$ cat config.mk
export PLATFORM = sky130hd
export DESIGN_NAME = rstseq_top
export DESIGN_NICKNAME = d
export VERILOG_FILES = /design/src/rtl/rstseq_pkg.sv /design/src/rtl/rstseq_sync.sv /design/src/rtl/rstseq_cnt.sv /design/src/rtl/rstseq_top.sv
export SDC_FILE = /design/constraint.sdc
export NUM_CORES = 1
export LEC_CHECK = 0
export CAP_MARGIN = 20
export CORE_ASPECT_RATIO = 1.1
export CORE_MARGIN = 2
export CORE_UTILIZATION = 60
export DETAILED_ROUTE_END_ITERATION = 10
export PLACE_DENSITY = 0.81
export SYNTH_ARGS = -nofsm -noshare
export SYNTH_HDL_FRONTEND = slang
export SYNTH_SLANG_ARGS = --single-unit
$ cat constraint.sdc
create_clock -name clk_i -period 2.9 [get_ports clk_i]
set_input_delay 0.58 -clock clk_i [delete_from_list [all_inputs] [get_ports clk_i]]
set_output_delay 0.58 -clock clk_i [all_outputs]
set_load 0.02 [all_outputs]
$ cat src/rtl/rstseq_pkg.sv
`timescale 1ns/1ps
package rstseq_pkg;
  typedef enum logic [1:0] {
    ST_COLD  = 2'd0,
    ST_TAIL  = 2'd1,
    ST_RUN   = 2'd2,
    ST_WONLY = 2'd3
  } seq_st_e;
endpackage

$ cat src/rtl/rstseq_sync.sv
`timescale 1ns/1ps
module rstseq_sync #(
  parameter int STAGES = 2
) (
  input  logic clk_i,
  input  logic arst_ni,
  input  logic d_i,
  output logic q_o
);
  logic [STAGES-1:0] ff_q;

  generate
    if (STAGES == 1) begin : g_one
      always_ff @(posedge clk_i or negedge arst_ni) begin
        if (!arst_ni) ff_q <= '0;
        else          ff_q <= d_i;
      end
    end else begin : g_chain
      always_ff @(posedge clk_i or negedge arst_ni) begin
        if (!arst_ni) ff_q <= '0;
        else          ff_q <= {ff_q[STAGES-2:0], d_i};
      end
    end
  endgenerate

  assign q_o = ff_q[STAGES-1];
endmodule

$ cat src/rtl/rstseq_cnt.sv
`timescale 1ns/1ps
module rstseq_cnt #(
  parameter int W = 8
) (
  input  logic         clk_i,
  input  logic         rst_ni,
  input  logic         clr_i,
  input  logic         en_i,
  output logic [W-1:0] cnt_o
);
  always_ff @(posedge clk_i or negedge rst_ni) begin
    if (!rst_ni)   cnt_o <= '0;
    else if (clr_i) cnt_o <= '0;
    else if (en_i)  cnt_o <= cnt_o + 1'b1;
  end
endmodule

$ cat src/rtl/rstseq_top.sv
`timescale 1ns/1ps
module rstseq_top
  import rstseq_pkg::*;
#(
  parameter int COLD_CYC    = 64001,
  parameter int WARM_CYC    = 17,
  parameter int STRAP_LEAD  = 8,
  parameter int SYNC_STAGES = 2
) (
  input  logic clk_i,
  input  logic rst_ni,
  input  logic pwr_good_i,
  input  logic warm_req_i,
  output logic cold_rst_no,
  output logic warm_rst_no,
  output logic strap_stb_o,
  output logic done_o
);
  localparam int MAX_CYC = (COLD_CYC > WARM_CYC) ? COLD_CYC : WARM_CYC;
  localparam int CNT_W   = $clog2(MAX_CYC + 1);
  localparam logic [CNT_W-1:0] COLD_LAST = CNT_W'(COLD_CYC - 1);
  localparam logic [CNT_W-1:0] WARM_LAST = CNT_W'(WARM_CYC - 1);
  localparam logic [CNT_W-1:0] STB_AT    = CNT_W'(COLD_CYC - 1 - STRAP_LEAD);

  seq_st_e          st_q, st_d;
  logic             pg_arst_n, pwr_ok, req_s, req_d_q, req_rise;
  logic             cnt_clr, cnt_en, stb_q;
  logic [CNT_W-1:0] cnt;

  // power loss clears the synchronizer at once
  assign pg_arst_n = rst_ni & pwr_good_i;

  rstseq_sync #(.STAGES(SYNC_STAGES)) u_pg_sync (
    .clk_i  (clk_i),
    .arst_ni(pg_arst_n),
    .d_i    (1'b1),
    .q_o    (pwr_ok)
  );

  rstseq_sync #(.STAGES(SYNC_STAGES)) u_req_sync (
    .clk_i  (clk_i),
    .arst_ni(rst_ni),
    .d_i    (warm_req_i),
    .q_o    (req_s)
  );

  always_ff @(posedge clk_i or negedge rst_ni) begin
    if (!rst_ni) req_d_q <= 1'b0;
    else         req_d_q <= req_s;
  end
  assign req_rise = req_s & ~req_d_q;

  always_comb begin
    st_d = st_q;
    unique case (st_q)
      ST_COLD:  if (pwr_ok && cnt == COLD_LAST) st_d = ST_TAIL;
      ST_TAIL:  if (!pwr_ok) st_d = ST_COLD;
                else if (cnt == WARM_LAST) st_d = ST_RUN;
      ST_RUN:   if (!pwr_ok) st_d = ST_COLD;
                else if (req_rise) st_d = ST_WONLY;
      ST_WONLY: if (!pwr_ok) st_d = ST_COLD;
                else if (cnt == WARM_LAST) st_d = ST_RUN;
      default:  st_d = ST_COLD;
    endcase
  end

  always_ff @(posedge clk_i or negedge rst_ni) begin
    if (!rst_ni) st_q <= ST_COLD;
    else         st_q <= st_d;
  end

  assign cnt_clr = (st_d != st_q) || (st_q == ST_COLD && !pwr_ok);
  assign cnt_en  = (st_q != ST_RUN);

  rstseq_cnt #(.W(CNT_W)) u_cnt (
    .clk_i (clk_i),
    .rst_ni(rst_ni),
    .clr_i (cnt_clr),
    .en_i  (cnt_en),
    .cnt_o (cnt)
  );

  always_ff @(posedge clk_i or negedge rst_ni) begin
    if (!rst_ni) stb_q <= 1'b0;
    else         stb_q <= (st_q == ST_COLD) && pwr_ok && (cnt == STB_AT);
  end

  assign cold_rst_no = (st_q != ST_COLD) & pwr_good_i;
  assign warm_rst_no = (st_q == ST_RUN) & pwr_good_i;
  assign done_o      = (st_q == ST_RUN) & pwr_good_i;
  assign strap_stb_o = stb_q & pwr_good_i;
endmodule

After elaboration in Yosys (flattened, before gate mapping)
Index checks and enable logic that the tools add are counted.
{"block": "classes", "n_addsub": 1, "n_eq_ne": 8, "n_mux": 8, "bitwise": 6, "n_reduce_logical": 10}
{"cell": "equality test 16 bit, second input constant", "n": 2}
{"cell": "two-way mux 16 bit", "n": 2}
{"cell": "adder 16 x 1 -> 16 bit, second input constant", "n": 1}
{"cell": "equality test 16 x 5 -> 1 bit, second input constant", "n": 1}
{"cell": "two-way mux 2 bit", "n": 5}
{"cell": "case mux 2 bit (3 select lines)", "n": 1}
{"cell": "AND 1 bit", "n": 5}
{"cell": "equality test 2 bit, second input constant", "n": 2}
{"cell": "logical AND 1 bit", "n": 4}
{"cell": "nonzero test 2 bit", "n": 2}
{"cell": "equality test 2 x 1 -> 1 bit, second input constant", "n": 1}
{"cell": "logical NOT 2 bit", "n": 1}
{"cell": "inequality test 2 bit", "n": 1}
{"cell": "inequality test 2 bit, second input constant", "n": 1}
{"cell": "OR reduction 2 bit", "n": 1}
{"cell": "logical NOT 1 bit", "n": 1}
{"cell": "logical OR 1 bit", "n": 1}
{"cell": "inverter 1 bit", "n": 1}
{"block": "totals", "regBits": 24, "out_inout_bits": 4}

Logic depth before layout (Yosys ltp)
{"block": "depth", "depth_word": 8, "ltp_mapped": 7}

Hierarchy
Synthesis repeated with hierarchy kept, for this count alone.
{"block": "unflattened", "hier_cells": 124, "area_unflattened_um2": 1285.0}
{"module": "rstseq_cnt", "instances": 1, "cells_each": 82, "area_per_inst_um2": 872.1}
{"module": "rstseq_top", "instances": 1, "cells_each": 38, "area_per_inst_um2": 312.8}
{"module": "rstseq_sync", "instances": 2, "cells_each": 2, "area_per_inst_um2": 50.0}

Worst setup path before layout
OpenSTA, ideal clock, no wires.
{"block": "synth_timing", "path_type": "register to output", "from": "reg st_q[0]", "to": "out warm_rst_no", "arrival_ns": 1.474, "path_slack_ns": 0.846, "stages_incl_launch_ff": 5, "n_path_buf": 2, "path_cell_list": "dfrtp_1 > or2b_2 > clkbuf_1 > nor2_1 > buf_4"}
{"block": "synth_via", "elab_chain_cells": 2}
{"item": "start: declaration", "line_no": "rstseq_top.sv:25", "rtl": "seq_st_e st_q, st_d;"}
{"item": "start signal: assignment", "line_no": "rstseq_top.sv:69", "rtl": "else st_q <= st_d;"}
{"item": "equality test 2 bit"}
{"item": "AND 1 bit"}
{"item": "end: declaration", "line_no": "rstseq_top.sv:15", "rtl": "output logic warm_rst_no,"}
Every way passes these cells.

Worst setup path after layout
{"block": "layout_timing", "from": "reg st_q[0]", "to": "out warm_rst_no"}
{"block": "layout_via", "elab_chain_cells": 2}
{"item": "equality test 2 bit", "line_no": "rstseq_top.sv:89", "rtl": "assign warm_rst_no = (st_q == ST_RUN) & pwr_good_i;"}
{"item": "AND 1 bit", "line_no": "rstseq_top.sv:89"}
Every way passes these cells.

==> impl_metrics.tcl <==
set metrics [dict create \
    outcome "finished, final reports clean" \
    antennaDiodeCount 0 \
    pin_count 8 \
    critPathCaptureType "output pin" \
    synth_fa_ha_area_share_pct 1.949 \
    postSynthRegisterBits 24 \
    hold-path-cell-count 0 \
    synth_compound_gate_area_share_pct 14.04 \
    commonest_cells_after_routing_fill_and_taps_aside "sky130_fd_sc_hd__dfrtp_1, sky130_fd_sc_hd__a21oi_1" \
    critPathRequiredTime_ns 2.32 \
    critical_path.reg2reg.startpoint "u_cnt.cnt_o[0]$_DFFE_PN0P_" \
    via_cell_ratio 5.956 \
    post_synth_and_or_nand_nor_area_fraction_pct 27.49 \
    detailedRoute.firstPassIterationCount 4 \
    place.detailed.hpwl_um 1793 \
    route.antenna.remaining_nets 0 \
    final_common_cell "sky130_fd_sc_hd__dfrtp_1" \
    die_h_um 52.51 \
    synth_xor_area_share_pct 5.458 \
    vias 953 \
    ir_worst_vdd_v 0.0002676 \
    standby_leakage_power_nw 0.5946 \
    startpoint_type "flop" \
    route.detailed.wl_per_inst_um 15.19 \
    power_density_nw_per_um2 396.5 \
    cts_repair_resize_count 0 \
    fmax_ghz 0.3956 \
    synth.yosys.warnings 0 \
    timing.reg2reg.setup_slack_ns 0.85 \
    cts_inserted_buffers 3 \
    grt_first_pass_wirelength_um 4043 \
    tritoncts_num_sinks 24 \
    synth-edff-count 0 \
    holdPathEnd "u_req_sync.ff_q[1]$_DFF_PN0_" \
    rows 17 \
    placed_area_um2 1375 \
    vias_in_the_first_global_route 900 \
    worstPathMaxFanout 12 \
    numPlacedInstances 156 \
    tritoncts "yes" \
    period_minus_slack_ns 2.528 \
    r2r_cells 7 \
    netSwitchingPower_uw 125.0 \
    globalRoute.totalOverflow 0 \
    postCtsHoldBufs 0 \
    htree_levels 1 \
    die_width_um 48.10 \
    core_area_um2 2021 \
    pin_count_of_the_biggest_net_entering_global_routing 18 \
    fin_tns_setup_ns 0 \
    summed_instance_area_of_the_synthesized_netlist_um2 1284 \
    finished_layout_cell_area_um2 1411 \
    hold_path_start "u_req_sync.ff_q[0]$_DFF_PN0_" \
    postSynthNetCount 130 \
    synth.avg_cell_area_um2 10.35 \
    area_growth_syn_to_layout_pct 9.941 \
    nets 139 \
    drv_slew 0 \
    cts_root_buffer "sky130_fd_sc_hd__clkbuf_4" \
    place_congestion 0.8427 \
    nFillCells 166 \
    yosysUniqueCellTypes 39 \
    final_skew_ns 0.001307 \
    detailed_router_s_first_iteration_violation_count 27 \
    switching_share_pct 22.34 \
    final_worst_path_cycle_share_pct 87.17 \
    maxCapViolations 0 \
    crit-reg2reg-capture "u_cnt.cnt_o[11]$_DFFE_PN0P_" \
    floorplan.die_area_um2 2526 \
    routed_wl_um 2431 \
    dominantRegCellSynth "sky130_fd_sc_hd__dfrtp_1" \
    clock_power_share_pct 31.2 \
    place.port_buffers 7 \
    setup-violations-final 0 \
    internal_power_uw 434.6 \
    hold_viol 0 \
    layoutNonFillerInstCount 160 \
    remaining_drc_errors 0 \
    ys_seq_area_share_pct 46.78 \
    share_seq_of_total_power_pct 62.0 \
    sequential_cell_area_um2 600.6 \
    clock_latency_at_the_later_pin_of_the_worst_skew_pair_ns 0.31 \
    cts-root-to-sink-buffers 2 \
    async_reset_ff_share_pct 100.0 \
    rsz_0062_raised_after_global_routing "no" \
    cp.arrival_ns 1.95 \
    globalRouteTotalUtil_pct 22.97 \
    post_cts_buffers 0 \
    type_of_the_worst_min_delay_path "reg -> reg" \
    dominant_combinational_cell_family_by_area_after_synthesis "simple AND/OR/NAND/NOR gates" \
    synth.mux.area_fraction_pct 0 \
    path_class "reg -> out" \
    antenna_found_initial 0 \
    worst_setup_hold_path_clk_slew_ns 0.13 \
    initial_utilization_pct 63.53 \
    synthCells 124 \
    combPwrFrac_pct 6.9 \
    multi_input_area_um2 631.9 \
    final_layout_size_suffix_gt1_share_pct 14.39 \
]
[routing by layer]
| metal | GRT usage (%) | up-vias | part of all wire (%) |
|---|---|---|---|
| met5 | 0 | - | 0 |
| li1 | - | 466 | - |
| met2 | 35.33 | 7 | 51 |
| met3 | 4.138 | 7 | 1.7 |
| met4 | 9.910 | 0 | 2.3 |
| met1 | 30.91 | 473 | 45 |
[cell families (layout without fill, tap and decap cells)]
group / Yosys count / in the layout
compound gates: 26 / 26
xor+xnor: 8 / 8
fa+ha+maj: 2 / 2
buf+inv: 11 / 19
flops: 24 / 24
other cells: 1 / 1
simple gates: 52 / 52
[per-stage QoR]
step           worst slack (ns)  power (mW)  hold slack, ns  util (%)
6_report                 0.3722      0.5597          0.3638     69.85
3_5_place_dp             0.4317      0.3920          0.3364     68.05
5_1_grt                  0.2671      0.5832          0.3701     69.85
4_1_cts                  0.3644      0.5645          0.3657     69.85
3_3_place_gp             0.4619      0.3902          0.3371     68.05
2_1_floorplan            0.8459      0.3746          0.2844         -
[Yosys cell counts (all sizes together) (5+ instances only)]
cell	n	area share (%)
dfrtp	24	47
a21oi	10	3.9
nand3	8	3.5
a22oi	7	4.1
xor2	7	4.8
and2	6	3.2
inv	6	1.8
nand4	6	4.1
nand2	5	1.5
nor2	5	1.5
[cell type report]
type / instances / share of cell area (%)
repair buffers: 9 / 6.028
multi-input cells: 89 / 44.77
well taps: 28 / 2.482
clock buffers: 4 / 2.571
inverters: 6 / 1.596
flip-flops and latches: 24 / 42.55
[power groups by stage]
stage / logic (mW) / clock network [mW] / registers (mW)
after global routing: 0.0440 / 0.191 / 0.348
after detailed placement: 0.0389 / 0 / 0.353
after CTS: 0.0392 / 0.178 / 0.347
after floorplan: 0.0227 / 0 / 0.352
after global placement: 0.0375 / 0 / 0.353
final: 0.0385 / 0.174 / 0.347
[sequential cells by signal (all words and copies together), names as in the netlist]
name	flops
req_d_q	1
st_q	2
stb_q	1
u_cnt.cnt_o	16
u_pg_sync.ff_q	2
u_req_sync.ff_q	2
[critical path, stage by stage, from the launching register on]
cell and delay (ns):
sky130_fd_sc_hd__dfrtp_1 0.44, sky130_fd_sc_hd__or2b_2 0.42, sky130_fd_sc_hd__nor2_1 0.16, sky130_fd_sc_hd__clkdlybuf4s50_1 0.62
[how the worst max path moves through the flow]
stage | start | to | slack (ns)
2_1_floorplan | st_q[0]$_DFF_PN0_ | warm_rst_no | 0.85
3_3_place_gp | pwr_good_i | done_o | 0.46
3_5_place_dp | pwr_good_i | warm_rst_no | 0.43
4_1_cts | st_q[0]$_DFF_PN0_ | warm_rst_no | 0.36
5_1_grt | st_q[0]$_DFF_PN0_ | done_o | 0.27
6_report | st_q[0]$_DFF_PN0_ | warm_rst_no | 0.37
Power figures use the tool's default switching activity.
